$ cat config.mk
export PLATFORM = sky130hd
export DESIGN_NAME = gated_timer_pair
export DESIGN_NICKNAME = d
export VERILOG_FILES = /design/src/rtl/gtp_pkg.sv /design/src/rtl/gtp_prescaler.sv /design/src/rtl/gtp_counter.sv /design/src/rtl/gtp_oc_ref.sv /design/src/rtl/gtp_gate.sv /design/src/rtl/gated_timer_pair.sv
export SDC_FILE = /design/constraint.sdc
export NUM_CORES = 1
export LEC_CHECK = 0
export ABC_AREA = 1
export BUFFER_PORTS_ARGS = -buffer_cell sky130_fd_sc_hd__clkbuf_2
export CELL_PAD_IN_SITES_DETAIL_PLACEMENT = 0
export CELL_PAD_IN_SITES_GLOBAL_PLACEMENT = 1
export CORE_UTILIZATION = 39
export DETAILED_ROUTE_END_ITERATION = 6
export GPL_ROUTABILITY_DRIVEN = 0
export HOLD_SLACK_MARGIN = 0.06
export PLACE_DENSITY_LB_ADDON = 0.1
export SLEW_MARGIN = 5
export SYNTH_ARGS = -nofsm -noshare
export SYNTH_HDL_FRONTEND = slang
export SYNTH_SLANG_ARGS = --single-unit
$ cat constraint.sdc
create_clock -name clk -period 1.8 [get_ports clk]
set_input_delay 0.18 -clock clk [delete_from_list [all_inputs] [get_ports clk]]
set_output_delay 0.18 -clock clk [all_outputs]
set_load 0.05 [all_outputs]
$ cat src/rtl/gtp_pkg.sv
package gtp_pkg;

  localparam int MODE_W = 3;
  typedef logic [MODE_W-1:0] mode_t;

  localparam logic [3:0] A_MST_CTRL = 4'd0;
  localparam logic [3:0] A_MST_UPD  = 4'd1;
  localparam logic [3:0] A_MST_CNT  = 4'd2;
  localparam logic [3:0] A_MST_CMP  = 4'd3;
  localparam logic [3:0] A_MST_ARR  = 4'd4;
  localparam logic [3:0] A_PSC      = 4'd5;
  localparam logic [3:0] A_SLV_CTRL = 4'd8;
  localparam logic [3:0] A_SLV_MODE = 4'd9;
  localparam logic [3:0] A_SLV_UPD  = 4'd10;
  localparam logic [3:0] A_SLV_CNT  = 4'd11;
  localparam logic [3:0] A_SLV_ARR  = 4'd12;
  localparam logic [3:0] A_SLV_FLAG = 4'd13;

  localparam mode_t MM_ENABLE = 3'b001;
  localparam mode_t MM_OC1REF = 3'b100;
  localparam mode_t SM_GATED  = 3'b101;
  localparam mode_t TS_MASTER = 3'b000;

  function automatic logic master_trigger(input mode_t mm, input logic en, input logic oc_ref);
    case (mm)
      MM_OC1REF: master_trigger = oc_ref;
      MM_ENABLE: master_trigger = en;
      default:   master_trigger = 1'b0;
    endcase
  endfunction

  function automatic logic slave_trigger(input mode_t ts, input logic trgo);
    slave_trigger = (ts == TS_MASTER) ? trgo : 1'b0;
  endfunction

  function automatic logic is_gated(input mode_t sm);
    is_gated = (sm == SM_GATED);
  endfunction

endpackage

$ cat src/rtl/gtp_prescaler.sv
module gtp_prescaler #(
  parameter int W = 16
) (
  input  logic         clk,
  input  logic         rst_n,
  input  logic [W-1:0] ratio,
  output logic         tick
);
  logic [W-1:0] div_q;

  assign tick = (div_q >= ratio);

  always_ff @(posedge clk) begin
    if (!rst_n) div_q <= '0;
    else if (tick) div_q <= '0;
    else div_q <= div_q + 1'b1;
  end
endmodule

$ cat src/rtl/gtp_counter.sv
module gtp_counter #(
  parameter int W = 16
) (
  input  logic         clk,
  input  logic         rst_n,
  input  logic         clr,
  input  logic         load,
  input  logic [W-1:0] load_val,
  input  logic         step,
  input  logic [W-1:0] reload,
  output logic [W-1:0] cnt,
  output logic         wrap
);
  function automatic logic [W-1:0] advance(input logic [W-1:0] c, input logic [W-1:0] top);
    advance = (c == top) ? '0 : c + 1'b1;
  endfunction

  assign wrap = step && (cnt == reload);

  always_ff @(posedge clk) begin
    if (!rst_n) cnt <= '0;
    else if (clr) cnt <= '0;
    else if (load) cnt <= load_val;
    else if (step) cnt <= advance(cnt, reload);
  end
endmodule

$ cat src/rtl/gtp_oc_ref.sv
module gtp_oc_ref #(
  parameter int W = 16
) (
  input  logic         clk,
  input  logic         rst_n,
  input  logic         enable,
  input  logic         wrap,
  input  logic [W-1:0] cnt,
  input  logic [W-1:0] cmp,
  output logic         oc_ref,
  output logic         match
);
  assign match = (cnt == cmp);

  always_ff @(posedge clk) begin
    if (!rst_n) oc_ref <= 1'b0;
    else if (!enable) oc_ref <= 1'b0;
    else if (wrap) oc_ref <= 1'b0;
    else if (match) oc_ref <= 1'b1;
  end
endmodule

$ cat src/rtl/gtp_gate.sv
module gtp_gate (
  input  logic clk,
  input  logic rst_n,
  input  logic trig_in,
  input  logic gated,
  input  logic flag_clr,
  output logic gate_q,
  output logic gate_edge,
  output logic flag
);
  logic gate_d;

  assign gate_edge = gate_q ^ gate_d;

  always_ff @(posedge clk) begin
    if (!rst_n) begin
      gate_q <= 1'b0;
      gate_d <= 1'b0;
    end else begin
      gate_q <= trig_in;
      gate_d <= gate_q;
    end
  end

  always_ff @(posedge clk) begin
    if (!rst_n) flag <= 1'b0;
    else if (gated && gate_edge) flag <= 1'b1;
    else if (flag_clr) flag <= 1'b0;
  end
endmodule

$ cat src/rtl/gated_timer_pair.sv
module gated_timer_pair #(
  parameter int CNT_W  = 16,
  parameter int ADDR_W = 4
) (
  input  logic              clk,
  input  logic              rst_n,
  input  logic              reg_we,
  input  logic [ADDR_W-1:0] reg_addr,
  input  logic [CNT_W-1:0]  reg_wdata,
  output logic [CNT_W-1:0]  mst_cnt,
  output logic [CNT_W-1:0]  slv_cnt,
  output logic              mst_trgo,
  output logic              slv_flag
);
  import gtp_pkg::*;

  localparam int FIELD_LO = 4;
  localparam logic [CNT_W-1:0] RELOAD_RST = {CNT_W{1'b1}};

  logic             mst_en, slv_en;
  mode_t            mst_mode, slv_mode, slv_tsel;
  logic [CNT_W-1:0] mst_cmp, mst_arr, slv_arr, psc;

  logic tick, mst_step, slv_step, mst_wrap, slv_wrap;
  logic mst_clr, mst_load, slv_clr, slv_load, flag_clr;
  logic oc1ref, oc_match, slv_trig, slv_gated, gate_q, gate_edge;

  function automatic logic hit(input logic [ADDR_W-1:0] a, input logic [3:0] target);
    hit = reg_we && (a == ADDR_W'(target));
  endfunction

  assign mst_clr  = hit(reg_addr, A_MST_UPD) && reg_wdata[0];
  assign slv_clr  = hit(reg_addr, A_SLV_UPD) && reg_wdata[0];
  assign mst_load = hit(reg_addr, A_MST_CNT);
  assign slv_load = hit(reg_addr, A_SLV_CNT);
  assign flag_clr = hit(reg_addr, A_SLV_FLAG) && !reg_wdata[0];

  always_ff @(posedge clk) begin
    if (!rst_n) begin
      mst_en   <= 1'b0;
      slv_en   <= 1'b0;
      mst_mode <= '0;
      slv_mode <= '0;
      slv_tsel <= '0;
      mst_cmp  <= '0;
      mst_arr  <= RELOAD_RST;
      slv_arr  <= RELOAD_RST;
      psc      <= '0;
    end else begin
      if (hit(reg_addr, A_MST_CTRL)) begin
        mst_en   <= reg_wdata[0];
        mst_mode <= reg_wdata[FIELD_LO +: MODE_W];
      end
      if (hit(reg_addr, A_SLV_CTRL)) slv_en <= reg_wdata[0];
      if (hit(reg_addr, A_SLV_MODE)) begin
        slv_mode <= reg_wdata[0 +: MODE_W];
        slv_tsel <= reg_wdata[FIELD_LO +: MODE_W];
      end
      if (hit(reg_addr, A_MST_CMP)) mst_cmp <= reg_wdata;
      if (hit(reg_addr, A_MST_ARR)) mst_arr <= reg_wdata;
      if (hit(reg_addr, A_SLV_ARR)) slv_arr <= reg_wdata;
      if (hit(reg_addr, A_PSC))     psc     <= reg_wdata;
    end
  end

  gtp_prescaler #(.W(CNT_W)) u_psc (
    .clk(clk), .rst_n(rst_n), .ratio(psc), .tick(tick)
  );

  assign mst_step = mst_en && tick;

  gtp_counter #(.W(CNT_W)) u_mst_cnt (
    .clk(clk), .rst_n(rst_n), .clr(mst_clr), .load(mst_load), .load_val(reg_wdata),
    .step(mst_step), .reload(mst_arr), .cnt(mst_cnt), .wrap(mst_wrap)
  );

  gtp_oc_ref #(.W(CNT_W)) u_oc (
    .clk(clk), .rst_n(rst_n), .enable(mst_en), .wrap(mst_wrap), .cnt(mst_cnt),
    .cmp(mst_cmp), .oc_ref(oc1ref), .match(oc_match)
  );

  assign mst_trgo  = master_trigger(mst_mode, mst_en, oc1ref);
  assign slv_trig  = slave_trigger(slv_tsel, mst_trgo);
  assign slv_gated = is_gated(slv_mode);

  gtp_gate u_gate (
    .clk(clk), .rst_n(rst_n), .trig_in(slv_trig), .gated(slv_gated),
    .flag_clr(flag_clr), .gate_q(gate_q), .gate_edge(gate_edge), .flag(slv_flag)
  );

  assign slv_step = slv_en && tick && (!slv_gated || gate_q);

  gtp_counter #(.W(CNT_W)) u_slv_cnt (
    .clk(clk), .rst_n(rst_n), .clr(slv_clr), .load(slv_load), .load_val(reg_wdata),
    .step(slv_step), .reload(slv_arr), .cnt(slv_cnt), .wrap(slv_wrap)
  );
endmodule

==> summary.txt <==
GRT Total Usage - 24.6%
synthesized area - 7130 µm²
number of port buffers - 56
total gr overflow - 0
Worst-Skew Late Latency - 0.42 ns
startpoint types - flip-flop
Fillers - 1869
top cells by area, synth - dfxtp_1, nand2_1, nor2_1
Placement Cell Area - 8340 µm²
Yosys reg bits - 127
non-filler cells, final - 1497
clock buffer count from CTS - 17
top-level port count - 57
Hold Path Class - primary input to flip-flop
Syn Area/Cell - 6.38 µm²
WL per Instance - 15.3 µm
CP Max Fanout - 8
final worst-path cycle share - 102%
hold violation total from the final report - 0
Layout area overhead - 31.2%
DR iter-0 viols - 414
Post-Syn Nets - 1158
final setup violation count - 22
GRT met1 Usage - 33.8%
first-pass GRT wire length - 34900 µm
DR vias/cell - 4.86
min Tclk post-route - 1.83 ns
worst endpoint required time - 2.15 ns
max cap viols - 0
vias in the first global route - 6520
CTS tree - built
clock transition at the registers of the reported paths - 0.06 ns
largest net degree at the start of global routing - 48
RSZ-0062 raised after global routing - yes
top_reg_cell synth - dfxtp_1
die area - 18800 µm²
Rel. slew slack - 61.3%
Distinct cells, synth - 34
final worst slack - -0.0322 ns
Initial Util - 39.7%
Root Buffer - clkbuf_16
synth cell count leaders - nand2_1, nor2_1, dfxtp_1
clk sink count - 127
dpl cells - 1459
initial antenna violation count - 0
crit path kind - flip-flop to flip-flop
CTS max path bufs - 2
most common cell in the netlist - nand2_1
clk_skew - 0.00875 ns
gr busiest metal - met2
Post-synth ARST share - 0%
pwr/cell area - 784 nW/µm²
Worst EP arrival - 2.18 ns
Post-synth EDFFs - 0
row cnt - 49
Die Width - 137 µm
Pre-antenna DRT Iters - 5
post-route cell area - 9350 µm²
DR vias - 7269
failing checks - setup timing
Mapped Cells - 1116
status - finished with violations
met2 Use GR - 39.6%
met3 GRT Util - 3.57%
total leakage power - 0.00453 µW
largest area contributor in the netlist - dfxtp_1
Post-layout nets - 1297
fmax - 546 MHz
# DRC - 0
ANT nets after route - 0
Critical Path End Type - flip-flop
Slew @ Worst Pin - 0.580 ns
wirelength, routed - 22900 µm
core outline area - 18000 µm²
Max Slew Vio Count - 0
fraction of layout cells with a size suffix above 1 - 23.7%
Yosys top cell area share - 35.7%
Seq/Total Area, Yosys - 35.7%
depth of the CTS H-tree - 4
hold buffer count at cts - 0
Final Total Pwr - 7330 µW
Die Y - 137 µm
DP HPWL - 15900 µm
Max rail drop VDD - 0.581 mV
Ys Warns - 0
kinds of logic (layout without fill, tap and decap cells):
family,count (synthesis),after routing,share of synthesized area [%]
simple gates,632,632,36.6
buf+inv,163,314,8.97
compound gates,130,130,9.92
flops,127,127,35.7
xor+xnor,45,45,5.53
fa+ha+maj,19,19,3.34
other cells,0,1,0
worst paths after layout:
path | from | end | slack (ns) | cells after the start
setup / recovery | psc[7] | u_slv_cnt.cnt[12] | -0.03 | 12
hold reg to reg | mst_mode[1] | mst_mode[1] | 0.46 | 2
setup reg to reg | psc[7] | u_slv_cnt.cnt[12] | -0.03 | 12
hold / removal | reg_wdata[0] | slv_arr[0] | 0.15 | 4
worst max-delay path: stages, from the launching register on:
cell       delay, ns
dfxtp_2         0.33
inv_2           0.05
ha_4            0.22
a21oi_4         0.17
nand2_2         0.07
nor2_2          0.11
nand2_2         0.08
nand2_4         0.09
nand2_8         0.09
a21oi_4         0.23
clkbuf_16       0.20
nor2_1          0.04
nor2_1          0.08
placed cells by master (no fill, tap or decap), types with 3 or more instances in the layout:
cell type   count
xor2_1         33
nand4_1        15
clkbuf_2       55
dfxtp_2        18
a21oi_4         4
inv_1          90
xnor2_1        12
clkbuf_16      20
o21ai_0        56
buf_12          6
o211ai_1       10
o21ai_1         3
nor2_1        180
clkinvlp_4      7
nand2_2        11
nor2_2         10
nor3_1         10
a21oi_2         5
inv_2          34
ha_1            8
a21oi_1        49
ha_4           11
buf_4          91
nand3_2         5
nand2_1       295
nand3_1        88
dfxtp_1       109
through the flow:
| step | setup WS [ns] | hold slack, ns | utilization, % | TNS [ns] |
|---|---|---|---|---|
| detailed placement | -0.0611 | 0.449 | 46.4 | -1.20 |
| finish | -0.0322 | 0.149 | 52.1 | -0.364 |
| CTS | -0.0764 | 0.135 | 49.9 | -0.761 |
| global route | -0.141 | 0.146 | 52.0 | -4.85 |
| global placement | -0.0370 | 0.448 | 46.4 | -0.596 |
| floorplan | 0.0117 | 0.305 | - | 0 |
where the power goes:
part           internal, µW  switching, µW  total (µW)
clock                  2070           1360        3430
combinational           319            624         943
sequential             2890           69.8        2960
sequential cells by signal, indices dropped and copies added (netlist names), 3 cells and up:
name,cells
mst_arr,16
slv_mode,3
slv_arr,16
slv_tsel,3
psc,16
mst_cmp,16
u_psc.div_q,16
u_slv_cnt.cnt,16
mst_mode,3
u_mst_cnt.cnt,16
what timing repair did:
action / in CTS / in global routing
gates cloned: 1 / 3
buffers inserted: 1 / 1
endpoints found under the setup margin: 42 / 49
resized for setup: 9 / 67
pin swaps: 6 / 27
hold endpoints to repair: 0 / 0
layout make-up:
cell class	count	area [µm²]	share of cell area, %
Tap cell	229	287	3.06
Clock buffer	18	439	4.70
Timing Repair Buffer	157	1170	12.5
Inverter	125	469	5.02
Antenna cell	1	2.50	0.0268
Multi-Input combinational cell	826	4270	45.7
Clock inverter	13	141	1.51
Sequential cell	127	2560	27.4
Timing Repair inverter	1	7.51	0.0803
routing by layer:
metal  part of all wire (%)  vias up
met1                     49     3300
met3                    3.4       20
met2                     46      131
li1                       -     3818
met4                    1.8        0
met5                      0        -
Power figures use the tool's default switching activity.
